### config.mk
export PLATFORM = sky130hd
export DESIGN_NAME = cpu_bus_guard
export DESIGN_NICKNAME = d
export VERILOG_FILES = /design/src/rtl/busguard_pkg.sv /design/src/rtl/irq_level_enc.sv /design/src/rtl/iack_decode.sv /design/src/rtl/bus_err_watch.sv /design/src/rtl/cpu_bus_guard.sv
export SDC_FILE = /design/constraint.sdc
export NUM_CORES = 1
export LEC_CHECK = 0
export BUFFER_PORTS_ARGS = -buffer_cell sky130_fd_sc_hd__buf_4
export CORE_MARGIN = 2
export CORE_UTILIZATION = 43
export CTS_CLUSTER_DIAMETER = 100
export DETAILED_ROUTE_END_ITERATION = 8
export PLACE_DENSITY = 0.76
export SKIP_LAST_GASP = 1
export SLEW_MARGIN = 20
export SYNTH_ARGS = -nofsm -noshare
export SYNTH_HDL_FRONTEND = slang
export SYNTH_SLANG_ARGS = --single-unit
export TNS_END_PERCENT = 5
### constraint.sdc
create_clock -name clk -period 0.8 [get_ports clk]
set_input_delay 0.08 -clock clk [delete_from_list [all_inputs] [get_ports clk]]
set_output_delay 0.08 -clock clk [all_outputs]
set_load 0.05 [all_outputs]
### src/rtl/busguard_pkg.sv
package busguard_pkg;

  localparam int LVL_W    = 3;
  localparam int NUM_SYNC = 2;  // index 0: vertical, index 1: horizontal

  typedef logic [LVL_W-1:0] level_t;

  localparam level_t LVL_NONE   = 3'd0;
  localparam level_t LVL_HSYNC  = 3'd2;
  localparam level_t LVL_VSYNC  = 3'd4;
  localparam level_t LVL_PERIPH = 3'd6;

  localparam logic [2:0] FC_CPU_SPACE = 3'b111;

  function automatic level_t sync_level(input int idx);
    return (idx == 0) ? LVL_VSYNC : LVL_HSYNC;
  endfunction

endpackage

### src/rtl/irq_level_enc.sv
module irq_level_enc
  import busguard_pkg::*;
(
  input  logic                clk,
  input  logic                rst_n,
  input  logic                periph_req_i,
  input  logic [NUM_SYNC-1:0] sync_evt_i,
  input  logic [NUM_SYNC-1:0] sync_clr_i,
  output level_t              level_o
);

  logic [NUM_SYNC-1:0] evt_q;
  logic [NUM_SYNC-1:0] pend_q;
  logic [NUM_SYNC-1:0] pend_d;

  // a new rising edge beats a clear on the same clock
  generate
    for (genvar g = 0; g < NUM_SYNC; g++) begin : g_src
      assign pend_d[g] = (sync_evt_i[g] & ~evt_q[g]) | (pend_q[g] & ~sync_clr_i[g]);
    end
  endgenerate

  always_ff @(posedge clk or negedge rst_n) begin
    if (!rst_n) begin
      evt_q  <= '0;
      pend_q <= '0;
    end else begin
      evt_q  <= sync_evt_i;
      pend_q <= pend_d;
    end
  end

  // lowest priority first, later matches override
  always_comb begin
    level_o = LVL_NONE;
    for (int i = NUM_SYNC - 1; i >= 0; i--) begin
      if (pend_q[i]) level_o = sync_level(i);
    end
    if (periph_req_i) level_o = LVL_PERIPH;
  end

  AST_PERIPH_WINS: assert property (@(posedge clk) disable iff (!rst_n)
    periph_req_i |-> level_o == LVL_PERIPH);
  AST_VSYNC_LATCHED: assert property (@(posedge clk) disable iff (!rst_n)
    $rose(sync_evt_i[0]) |=> level_o >= LVL_VSYNC);
  AST_HSYNC_LATCHED: assert property (@(posedge clk) disable iff (!rst_n)
    $rose(sync_evt_i[1]) |=> level_o != LVL_NONE);
  AST_PEND_KEPT: assert property (@(posedge clk) disable iff (!rst_n)
    (pend_q[0] && !sync_clr_i[0]) |=> pend_q[0]);

endmodule

### src/rtl/iack_decode.sv
module iack_decode
  import busguard_pkg::*;
(
  input  logic                clk,
  input  logic                rst_n,
  input  logic                as_n_i,
  input  logic                rw_i,
  input  logic [2:0]          fc_i,
  input  level_t              lvl_sel_i,
  output logic                periph_ack_o,
  output logic [NUM_SYNC-1:0] sync_clr_o
);

  logic ack_cyc;
  logic ack_d;
  logic ack_q;

  assign ack_cyc = !as_n_i && rw_i && (fc_i == FC_CPU_SPACE);
  assign ack_d   = ack_cyc && (lvl_sel_i == LVL_PERIPH);

  generate
    for (genvar g = 0; g < NUM_SYNC; g++) begin : g_clr
      assign sync_clr_o[g] = ack_cyc && (lvl_sel_i == sync_level(g));
    end
  endgenerate

  always_ff @(posedge clk or negedge rst_n) begin
    if (!rst_n) ack_q <= 1'b0;
    else        ack_q <= ack_d;
  end

  assign periph_ack_o = ack_q;

  AST_IACK_RAISED: assert property (@(posedge clk) disable iff (!rst_n)
    (!as_n_i && rw_i && fc_i == 3'b111 && lvl_sel_i == 3'd6) |=> periph_ack_o);
  AST_IACK_RELEASED: assert property (@(posedge clk) disable iff (!rst_n)
    as_n_i |=> !periph_ack_o);
  AST_IACK_NOT_ON_WRITE: assert property (@(posedge clk) disable iff (!rst_n)
    !rw_i |=> !periph_ack_o);

endmodule

### src/rtl/bus_err_watch.sv
module bus_err_watch #(
  parameter int              AW          = 24,
  parameter int              TIMEOUT_CYC = 64,
  parameter logic [AW-1:0]   ROM_BASE    = 'hE00000,
  parameter logic [AW-1:0]   ROM_LAST    = 'hE3FFFF,
  parameter logic [AW-1:0]   PROT_BASE   = 'h000008,
  parameter logic [AW-1:0]   PROT_END    = 'h000800,
  parameter logic [AW-1:0]   ALIAS_END   = 'h000008
) (
  input  logic          clk,
  input  logic          rst_n,
  input  logic [AW-1:1] addr_i,
  input  logic [2:0]    fc_i,
  input  logic          rw_i,
  input  logic          as_n_i,
  input  logic          dtack_n_i,
  output logic          berr_o
);

  localparam int              CNT_W    = $clog2(TIMEOUT_CYC);
  localparam logic [CNT_W-1:0] CNT_LAST = CNT_W'(TIMEOUT_CYC - 1);
  localparam logic [AW-1:1]   ROM_LO   = ROM_BASE[AW-1:1];
  localparam logic [AW-1:1]   ROM_HI   = ROM_LAST[AW-1:1];
  localparam logic [AW-1:1]   PROT_LO  = PROT_BASE[AW-1:1];
  localparam logic [AW-1:1]   PROT_HI  = PROT_END[AW-1:1];
  localparam logic [AW-1:1]   ALIAS_HI = ALIAS_END[AW-1:1];

  logic             rom_wr, alias_wr, prot_user, fault, timeout, cnt_en;
  logic [CNT_W-1:0] cnt_q, cnt_d;
  logic             berr_q, berr_d;

  assign rom_wr    = !rw_i && (addr_i >= ROM_LO) && (addr_i <= ROM_HI);
  assign alias_wr  = !rw_i && (addr_i < ALIAS_HI);
  assign prot_user = !fc_i[2] && (addr_i >= PROT_LO) && (addr_i < PROT_HI);
  assign fault     = rom_wr || alias_wr || prot_user;

  assign cnt_en  = !as_n_i && dtack_n_i && (cnt_q != CNT_LAST);
  assign timeout = !as_n_i && dtack_n_i && (cnt_q == CNT_LAST);

  always_comb begin
    cnt_d = cnt_q;
    if (as_n_i)      cnt_d = '0;
    else if (cnt_en) cnt_d = cnt_q + 1'b1;
  end

  assign berr_d = !as_n_i && (berr_q || fault || timeout);

  always_ff @(posedge clk or negedge rst_n) begin
    if (!rst_n) begin
      cnt_q  <= '0;
      berr_q <= 1'b0;
    end else begin
      cnt_q  <= cnt_d;
      berr_q <= berr_d;
    end
  end

  assign berr_o = berr_q;

  AST_BERR_HELD: assert property (@(posedge clk) disable iff (!rst_n)
    (berr_q && !as_n_i) |=> berr_o);
  AST_BERR_DROPS: assert property (@(posedge clk) disable iff (!rst_n)
    as_n_i |=> !berr_o);
  AST_CNT_RESTART: assert property (@(posedge clk) disable iff (!rst_n)
    as_n_i |=> cnt_q == '0);
  AST_ROM_WRITE_ERR: assert property (@(posedge clk) disable iff (!rst_n)
    (!as_n_i && !rw_i && addr_i >= ROM_LO && addr_i <= ROM_HI) |=> berr_o);
  AST_USER_LOW_ERR: assert property (@(posedge clk) disable iff (!rst_n)
    (!as_n_i && !fc_i[2] && addr_i >= PROT_LO && addr_i < PROT_HI) |=> berr_o);
  AST_TIMEOUT_ERR: assert property (@(posedge clk) disable iff (!rst_n)
    (!as_n_i && dtack_n_i && cnt_q == CNT_LAST) |=> berr_o);

endmodule

### src/rtl/cpu_bus_guard.sv
module cpu_bus_guard
  import busguard_pkg::*;
#(
  parameter int            AW          = 24,
  parameter int            TIMEOUT_CYC = 64,
  parameter logic [AW-1:0] ROM_BASE    = 'hE00000,
  parameter logic [AW-1:0] ROM_LAST    = 'hE3FFFF,
  parameter logic [AW-1:0] PROT_BASE   = 'h000008,
  parameter logic [AW-1:0] PROT_END    = 'h000800,
  parameter logic [AW-1:0] ALIAS_END   = 'h000008
) (
  input  logic          clk,
  input  logic          rst_n,
  input  logic [AW-1:1] addr_i,
  input  logic [2:0]    fc_i,
  input  logic          rw_i,
  input  logic          as_n_i,
  input  logic          dtack_n_i,
  input  logic          periph_irq_n_i,
  input  logic          vsync_evt_i,
  input  logic          hsync_evt_i,
  output logic [2:0]    ipl_o,
  output logic          periph_iack_n_o,
  output logic          berr_n_o
);

  logic                rst_meta_q, rst_sync_q;
  logic [NUM_SYNC-1:0] sync_evt, sync_clr;
  logic                periph_ack, berr;
  level_t              level;

  // asynchronous assert, synchronous release
  always_ff @(posedge clk or negedge rst_n) begin
    if (!rst_n) begin
      rst_meta_q <= 1'b0;
      rst_sync_q <= 1'b0;
    end else begin
      rst_meta_q <= 1'b1;
      rst_sync_q <= rst_meta_q;
    end
  end

  assign sync_evt = {hsync_evt_i, vsync_evt_i};

  irq_level_enc u_enc (
    .clk          (clk),
    .rst_n        (rst_sync_q),
    .periph_req_i (!periph_irq_n_i),
    .sync_evt_i   (sync_evt),
    .sync_clr_i   (sync_clr),
    .level_o      (level)
  );

  iack_decode u_ack (
    .clk          (clk),
    .rst_n        (rst_sync_q),
    .as_n_i       (as_n_i),
    .rw_i         (rw_i),
    .fc_i         (fc_i),
    .lvl_sel_i    (addr_i[3:1]),
    .periph_ack_o (periph_ack),
    .sync_clr_o   (sync_clr)
  );

  bus_err_watch #(
    .AW          (AW),
    .TIMEOUT_CYC (TIMEOUT_CYC),
    .ROM_BASE    (ROM_BASE),
    .ROM_LAST    (ROM_LAST),
    .PROT_BASE   (PROT_BASE),
    .PROT_END    (PROT_END),
    .ALIAS_END   (ALIAS_END)
  ) u_berr (
    .clk       (clk),
    .rst_n     (rst_sync_q),
    .addr_i    (addr_i),
    .fc_i      (fc_i),
    .rw_i      (rw_i),
    .as_n_i    (as_n_i),
    .dtack_n_i (dtack_n_i),
    .berr_o    (berr)
  );

  assign ipl_o           = level;
  assign periph_iack_n_o = !periph_ack;
  assign berr_n_o        = !berr;

  AST_LEVEL_EVEN: assert property (@(posedge clk) disable iff (!rst_sync_q)
    !ipl_o[0]);

endmodule

# Yosys cells after proc, flatten, opt, wreduce, memory -nomap -nowiden
# Index checks and enable logic that the tools add are counted.
dict set report classes {
  n_lt_le_gt_ge 5
  bitwise 10
  mux 5
  n_reduce_logical 24
  n_addsub 1
  n_eq_ne 6
}
# op count
set op_table {}
lappend op_table {{$ge 23x23->1 const B} 1}
lappend op_table {{$ge 23x3->1 const B} 1}
lappend op_table {{$le 23x23->1 const B} 1}
lappend op_table {{$lt 23x11->1 const B} 1}
lappend op_table {{$lt 23x3->1 const B} 1}
lappend op_table {{$logic_and 1x1->1} 14}
lappend op_table {{$mux 6} 2}
lappend op_table {{$eq 3x3->1 const B} 3}
lappend op_table {{$add 6x1->6 const B} 1}
lappend op_table {{$eq 6x6->1 const B} 1}
lappend op_table {{$mux 3} 2}
lappend op_table {{$ne 6x6->1 const B} 1}
lappend op_table {{$logic_not 1->1} 5}
lappend op_table {{$and 1x1->1} 4}
lappend op_table {{$logic_or 1x1->1} 4}
lappend op_table {{$not 1->1} 4}
lappend op_table {{$eq 3x2->1 const B} 1}
lappend op_table {{$mux 2} 1}
lappend op_table {{$or 1x1->1} 2}
lappend op_table {{$reduce_bool 2->1} 1}
dict set report totals {
  output_inout_bits 5
  wordCells 58
  input_bits 34
  register_bits 14
}

# Logic depth before layout (Yosys ltp)
dict set report logic_depth {
  word_depth 8
  mapped_depth 5
}

# Cells and area by module
# From an unflattened synthesis, not the netlist that was laid out.
dict set report hier_totals {
  cells_unflattened 75
  area_unflattened_um2 768.2
}
# mod area_each_um2 cells_each n_inst seq_area_each_um2
set by_module_without_submodules {}
lappend by_module_without_submodules {bus_err_watch 460.4 47 1 175.2}
lappend by_module_without_submodules {irq_level_enc 152.6 14 1 100.1}
lappend by_module_without_submodules {iack_decode 90.1 8 1 25.0}
lappend by_module_without_submodules {cpu_bus_guard 65.1 6 1 50.0}

# Worst setup path before layout
# No wires, ideal clock.
dict set report synth_path {
  kind {register to output}
  from {register u_enc.pend_q[0]}
  to {output ipl_o[1]}
  arrival_time_ps 1469
  path_stages_with_launch 2
  setup_slack_ps -749
  path_cell_list {dfrtp_1 > o21ai_0}
}
dict set report synth_between {
  elab_chain_cells 2
}
# element line
set synth_rtl {}
lappend synth_rtl {{start, declared} irq_level_enc.sv:13} ;# logic [NUM_SYNC-1:0] pend_q;
lappend synth_rtl {{start signal, assigned} irq_level_enc.sv:29} ;# pend_q <= pend_d;
lappend synth_rtl {{$mux 3} irq_level_enc.sv:37} ;# if (pend_q[i]) level_o = sync_level(i);
lappend synth_rtl {{$mux 3} irq_level_enc.sv:39} ;# if (periph_req_i) level_o = LVL_PERIPH;
lappend synth_rtl {{end, declared} cpu_bus_guard.sv:22} ;# output logic [2:0] ipl_o,
# No other way between the ends.

# Worst setup path in the final report
dict set report layout_path {
  from {register u_berr.cnt_q[1]}
  to {register u_berr.cnt_q[4]}
}
dict set report layout_between {
  elab_chain_cells 3
}
# element line
set layout_rtl {}
lappend layout_rtl {{start, declared} bus_err_watch.sv:29} ;# logic [CNT_W-1:0] cnt_q, cnt_d;
lappend layout_rtl {{start signal, assigned} bus_err_watch.sv:53} ;# cnt_q <= cnt_d;
lappend layout_rtl {{$add 6x1->6 / $ne 6x6->1 (equally long branches)} {bus_err_watch.sv:43, bus_err_watch.sv:37}}
lappend layout_rtl {{$mux 6 / $logic_and 1x1->1 (equally long branches)} {bus_err_watch.sv:43, bus_err_watch.sv:37}}
lappend layout_rtl {{$mux 6 / $reduce_bool 2->1 (equally long branches)} n/a}
# Several ways; a longest one is shown, not always the timed one. The select of a mux whose other input is x is not followed.
# A chain may end at the register's enable or synchronous reset.

==> results.sh <==
export IMPL_synth_area_um2=757
export IMPL_antenna_cells=0
export IMPL_synth_area_leaders="dfrtp_1 (46%), and4b_1 (4.0%), inv_1 (3.5%)"
export IMPL_skew_ns=0.00389
export IMPL_start_util_pct=44.8
export IMPL_max_freq_mhz=859
export IMPL_drtIter0Drc=4
export IMPL_drive_gt1_share_pct=46.5
export IMPL_core_area_mm2=0.00169
export IMPL_setup_ws_ns=-0.364
export IMPL_crit_required_ns=1.02
export IMPL_synth_seq_area_share_pct=46.3
export IMPL_grt_pass1_wl_mm=2.78
export IMPL_whs_path_depth=4
export IMPL_comb_power_share_pct=19.3
export IMPL_ys_types=32
export IMPL_dpl_cell_area_mm2=0.00111
export IMPL_r2r_start="u_berr.cnt_q[1]"
export IMPL_worstHoldStart="addr_i[12]"
export IMPL_p_leak_nw=0.618
export IMPL_holdPathEnd="u_berr.berr_o"
export IMPL_period_minus_slack_ns=1.16
export IMPL_postSynthCellCount=77
export IMPL_yosys_area_top_type="dfrtp_1"
export IMPL_grtUsageMet1_pct=20.8
export IMPL_wirelength_mm=1.88
export IMPL_cts_buffer_depth=2
export IMPL_endpoint_kind="flip-flop"
export IMPL_cts_root_buf="clkbuf_4"
export IMPL_synth_seq_cells=14
export IMPL_grt_usage_pct=19.4
export IMPL_syn_nets=112
export IMPL_critical_path_max_fanout=4
export IMPL_layout_nets=165
export IMPL_setup_viol=11
export IMPL_total_power_mw=1.58
export IMPL_critPathMaxStageDelay_ns=0.42
export IMPL_final_cells=146
export IMPL_drc=0
export IMPL_htree_levels=1
export IMPL_critical_path_slowest_cell="dfrtp_1"
export IMPL_grt_pass1_vias=699
export IMPL_run_status="complete, but fails checks"
export IMPL_cp_cell_sequence="ha_4 -> and3_4 -> and4b_1 -> nor3_1"
export IMPL_gr_total_overflow=0
export IMPL_synth_avg_cell_area_um2=9.83
export IMPL_die_area_mm2=0.00211
export IMPL_ant_nets=0
export IMPL_grt_max_degree=9
export IMPL_cts_made_buffers=3
export IMPL_fin_hold_ws_ns=0.0746
export IMPL_drv_cap=0
export IMPL_port_buffer_count=37
export IMPL_worstSetupStartpointType="flip-flop"
export IMPL_reg2reg_depth=4
export IMPL_yosys_warnings=0
export IMPL_final_area_mm2=0.00121
export IMPL_worst_endpoint_arrival_ns=1.38
export IMPL_p_per_area_mw_per_mm2=1310
export IMPL_share_seq_of_total_power_pct=47.3
export IMPL_failed_checks="negative setup slack"
export IMPL_hold_violations=0
export IMPL_clock_latency_ns=0.29
export IMPL_clock_sinks=14
export IMPL_finalSetupTns_ns=-3.16
export IMPL_placed_cells=138
export IMPL_routed_via_density=5.21
export IMPL_gp_congestion=0.841
export IMPL_holdCritPathClass="primary input to flip-flop"
export IMPL_p_sw_mw=0.389
export IMPL_row_count=15
export IMPL_crit_type="flip-flop to flip-flop"
export IMPL_syn_to_final_growth_pct=59.3
export IMPL_peakVddDrop_v=0.000908
export IMPL_grtUsageMet2_pct=33.1
export IMPL_dieHeight_um=46.0
export IMPL_antenna_found_initial=0
export IMPL_first_pass_iters=4
export IMPL_regToRegEndpoint="u_berr.cnt_q[4]"
export IMPL_swShare_pct=24.7
export IMPL_gr_max_usage_layer="met2"
export IMPL_p_int_mw=1.19
export IMPL_grt_use_met3_pct=4.37
export IMPL_clk_pin_slew_ns=0.09
export IMPL_slew_viol_final=0
export IMPL_vias=761
export IMPL_r2r_slack_ns=-0.36
export IMPL_wl_per_cell_um=12.9
export IMPL_num_io_pins=39
export IMPL_dp_hpwl_mm=1.44
export IMPL_cts_tree="done"
export IMPL_period_share_pct=145
export IMPL_synth_top_area_share_pct=46.3
export IMPL_die_w_um=46.0
export IMPL_pwr_share_clk_pct=33.4
export IMPL_rsz0062_at_grt="true"
==> worst max-delay path, delay by kind of cell (launching register included) <==
kind	cells	cell delay (ns)
adders and majority gates	1	0.18
DFF	1	0.42
and+or+nand+nor	3	0.48
==> per-stage QoR <==
| step | util, % | worst slack, ns |
|---|---|---|
| after detailed placement | 65.9 | -0.372 |
| after global routing | 71.4 | -0.427 |
| after global placement | 65.9 | -0.349 |
| after floorplan | - | -0.382 |
| after CTS | 71.0 | -0.365 |
| final | 71.4 | -0.364 |
==> logic make-up after synthesis <==
| group | synth area share (%) |
|---|---|
| AND/OR/NAND/NOR | 29.3 |
| XOR/XNOR | 1.16 |
| adder cells (fa/ha/maj) | 1.65 |
| other | 0.992 |
| multiplexers | 2.64 |
| flip-flops | 46.3 |
| buffers and inverters | 6.94 |
| AO/OA/AOI/OAI | 11.1 |
==> area by class of cell <==
type / instances / area [µm²]
clock buffer: 4 / 36.3
fill: 137 / 483
inverter: 7 / 26.3
multi-input combinational: 53 / 382
sequential: 14 / 350
tap: 17 / 21.3
timing repair buffer: 51 / 390
==> registers in the layout (all words and copies together) (netlist names) <==
signal,cells
rst_sync_q,1
u_enc.evt_q,2
u_berr.cnt_q,6
u_berr.berr_o,1
rst_meta_q,1
u_ack.periph_ack_o,1
u_enc.pend_q,2
==> cell usage after synthesis <==
| master | count |
|---|---|
| nor3_2 | 1 |
| o21ai_1 | 3 |
| nand3_1 | 2 |
| nor2b_1 | 1 |
| nor4_1 | 3 |
| inv_1 | 7 |
| nand2b_1 | 2 |
| nor2_1 | 6 |
| o21ai_2 | 1 |
| and4b_1 | 3 |
| buf_6 | 1 |
| a21oi_1 | 3 |
| xor2_1 | 1 |
| nor3_1 | 3 |
| a211oi_1 | 1 |
| mux2i_1 | 2 |
| ha_1 | 1 |
| and4bb_1 | 1 |
| a31oi_1 | 2 |
| o21ai_0 | 2 |
| nand2_1 | 4 |
| nand3_2 | 1 |
| nand4_1 | 2 |
| nand3b_4 | 1 |
| and3_1 | 1 |
| o21bai_1 | 1 |
| a21o_1 | 1 |
| nor2_4 | 1 |
| conb_1 | 2 |
| dfrtp_1 | 14 |
| nand4b_1 | 1 |
| buf_4 | 2 |
==> how the worst max path moves through the flow <==
stage	startpoint	endpoint	slack [ns]	depth (start not counted)
2_1_floorplan	u_berr.cnt_q[0]	u_berr.cnt_q[1]	-0.38	5
3_3_place_gp	u_berr.cnt_q[1]	u_berr.cnt_q[4]	-0.35	4
3_5_place_dp	u_berr.cnt_q[1]	u_berr.cnt_q[1]	-0.37	5
4_1_cts	u_berr.cnt_q[0]	u_berr.cnt_q[1]	-0.37	5
5_1_grt	u_berr.cnt_q[1]	u_berr.cnt_q[1]	-0.43	5
6_report	u_berr.cnt_q[1]	u_berr.cnt_q[4]	-0.36	4
==> cells in the final DEF, fill, tap and decap left out, types with 2 or more instances in the layout <==
| cell | netlist | routed |
|---|---|---|
| nand4_1 | 2 | 2 |
| a21oi_1 | 3 | 3 |
| dlygate4sd3_1 | 0 | 3 |
| buf_4 | 2 | 48 |
| conb_1 | 2 | 2 |
| dfrtp_1 | 14 | 14 |
| nand2_1 | 4 | 3 |
| and4b_1 | 3 | 3 |
| a31oi_1 | 2 | 2 |
| mux2i_1 | 2 | 2 |
| nor4_1 | 3 | 3 |
| clkbuf_4 | 0 | 3 |
| nor2_1 | 6 | 6 |
| nor3_1 | 3 | 3 |
| nand2b_1 | 2 | 2 |
| inv_1 | 7 | 7 |
| nand3_1 | 2 | 2 |
| o21ai_1 | 3 | 4 |
==> per-layer routing <==
layer  up-vias  routed length [µm]
met5         -                   0
met3         5                 173
met4         0                  48
li1        373                   -
met1       355                 742
met2        28                 914
==> power by group through the flow <==
stage	clock (mW)	sequential (mW)	combinational, mW
after floorplan	0	0.765	0.0939
after CTS	0.544	0.745	0.305
final	0.527	0.746	0.304
after global placement	0	0.753	0.276
after detailed placement	0	0.755	0.286
after global routing	0.570	0.749	0.329
==> what timing repair did <==
action	4_1_cts	5_1_grt
hold buffers	3	0
pin swaps	4	2
gates resized for setup	2	1
endpoints found under the setup margin	11	11
buffers inserted	1	0
hold endpoints to repair	4	0
(Power assumes the default switching activity.)
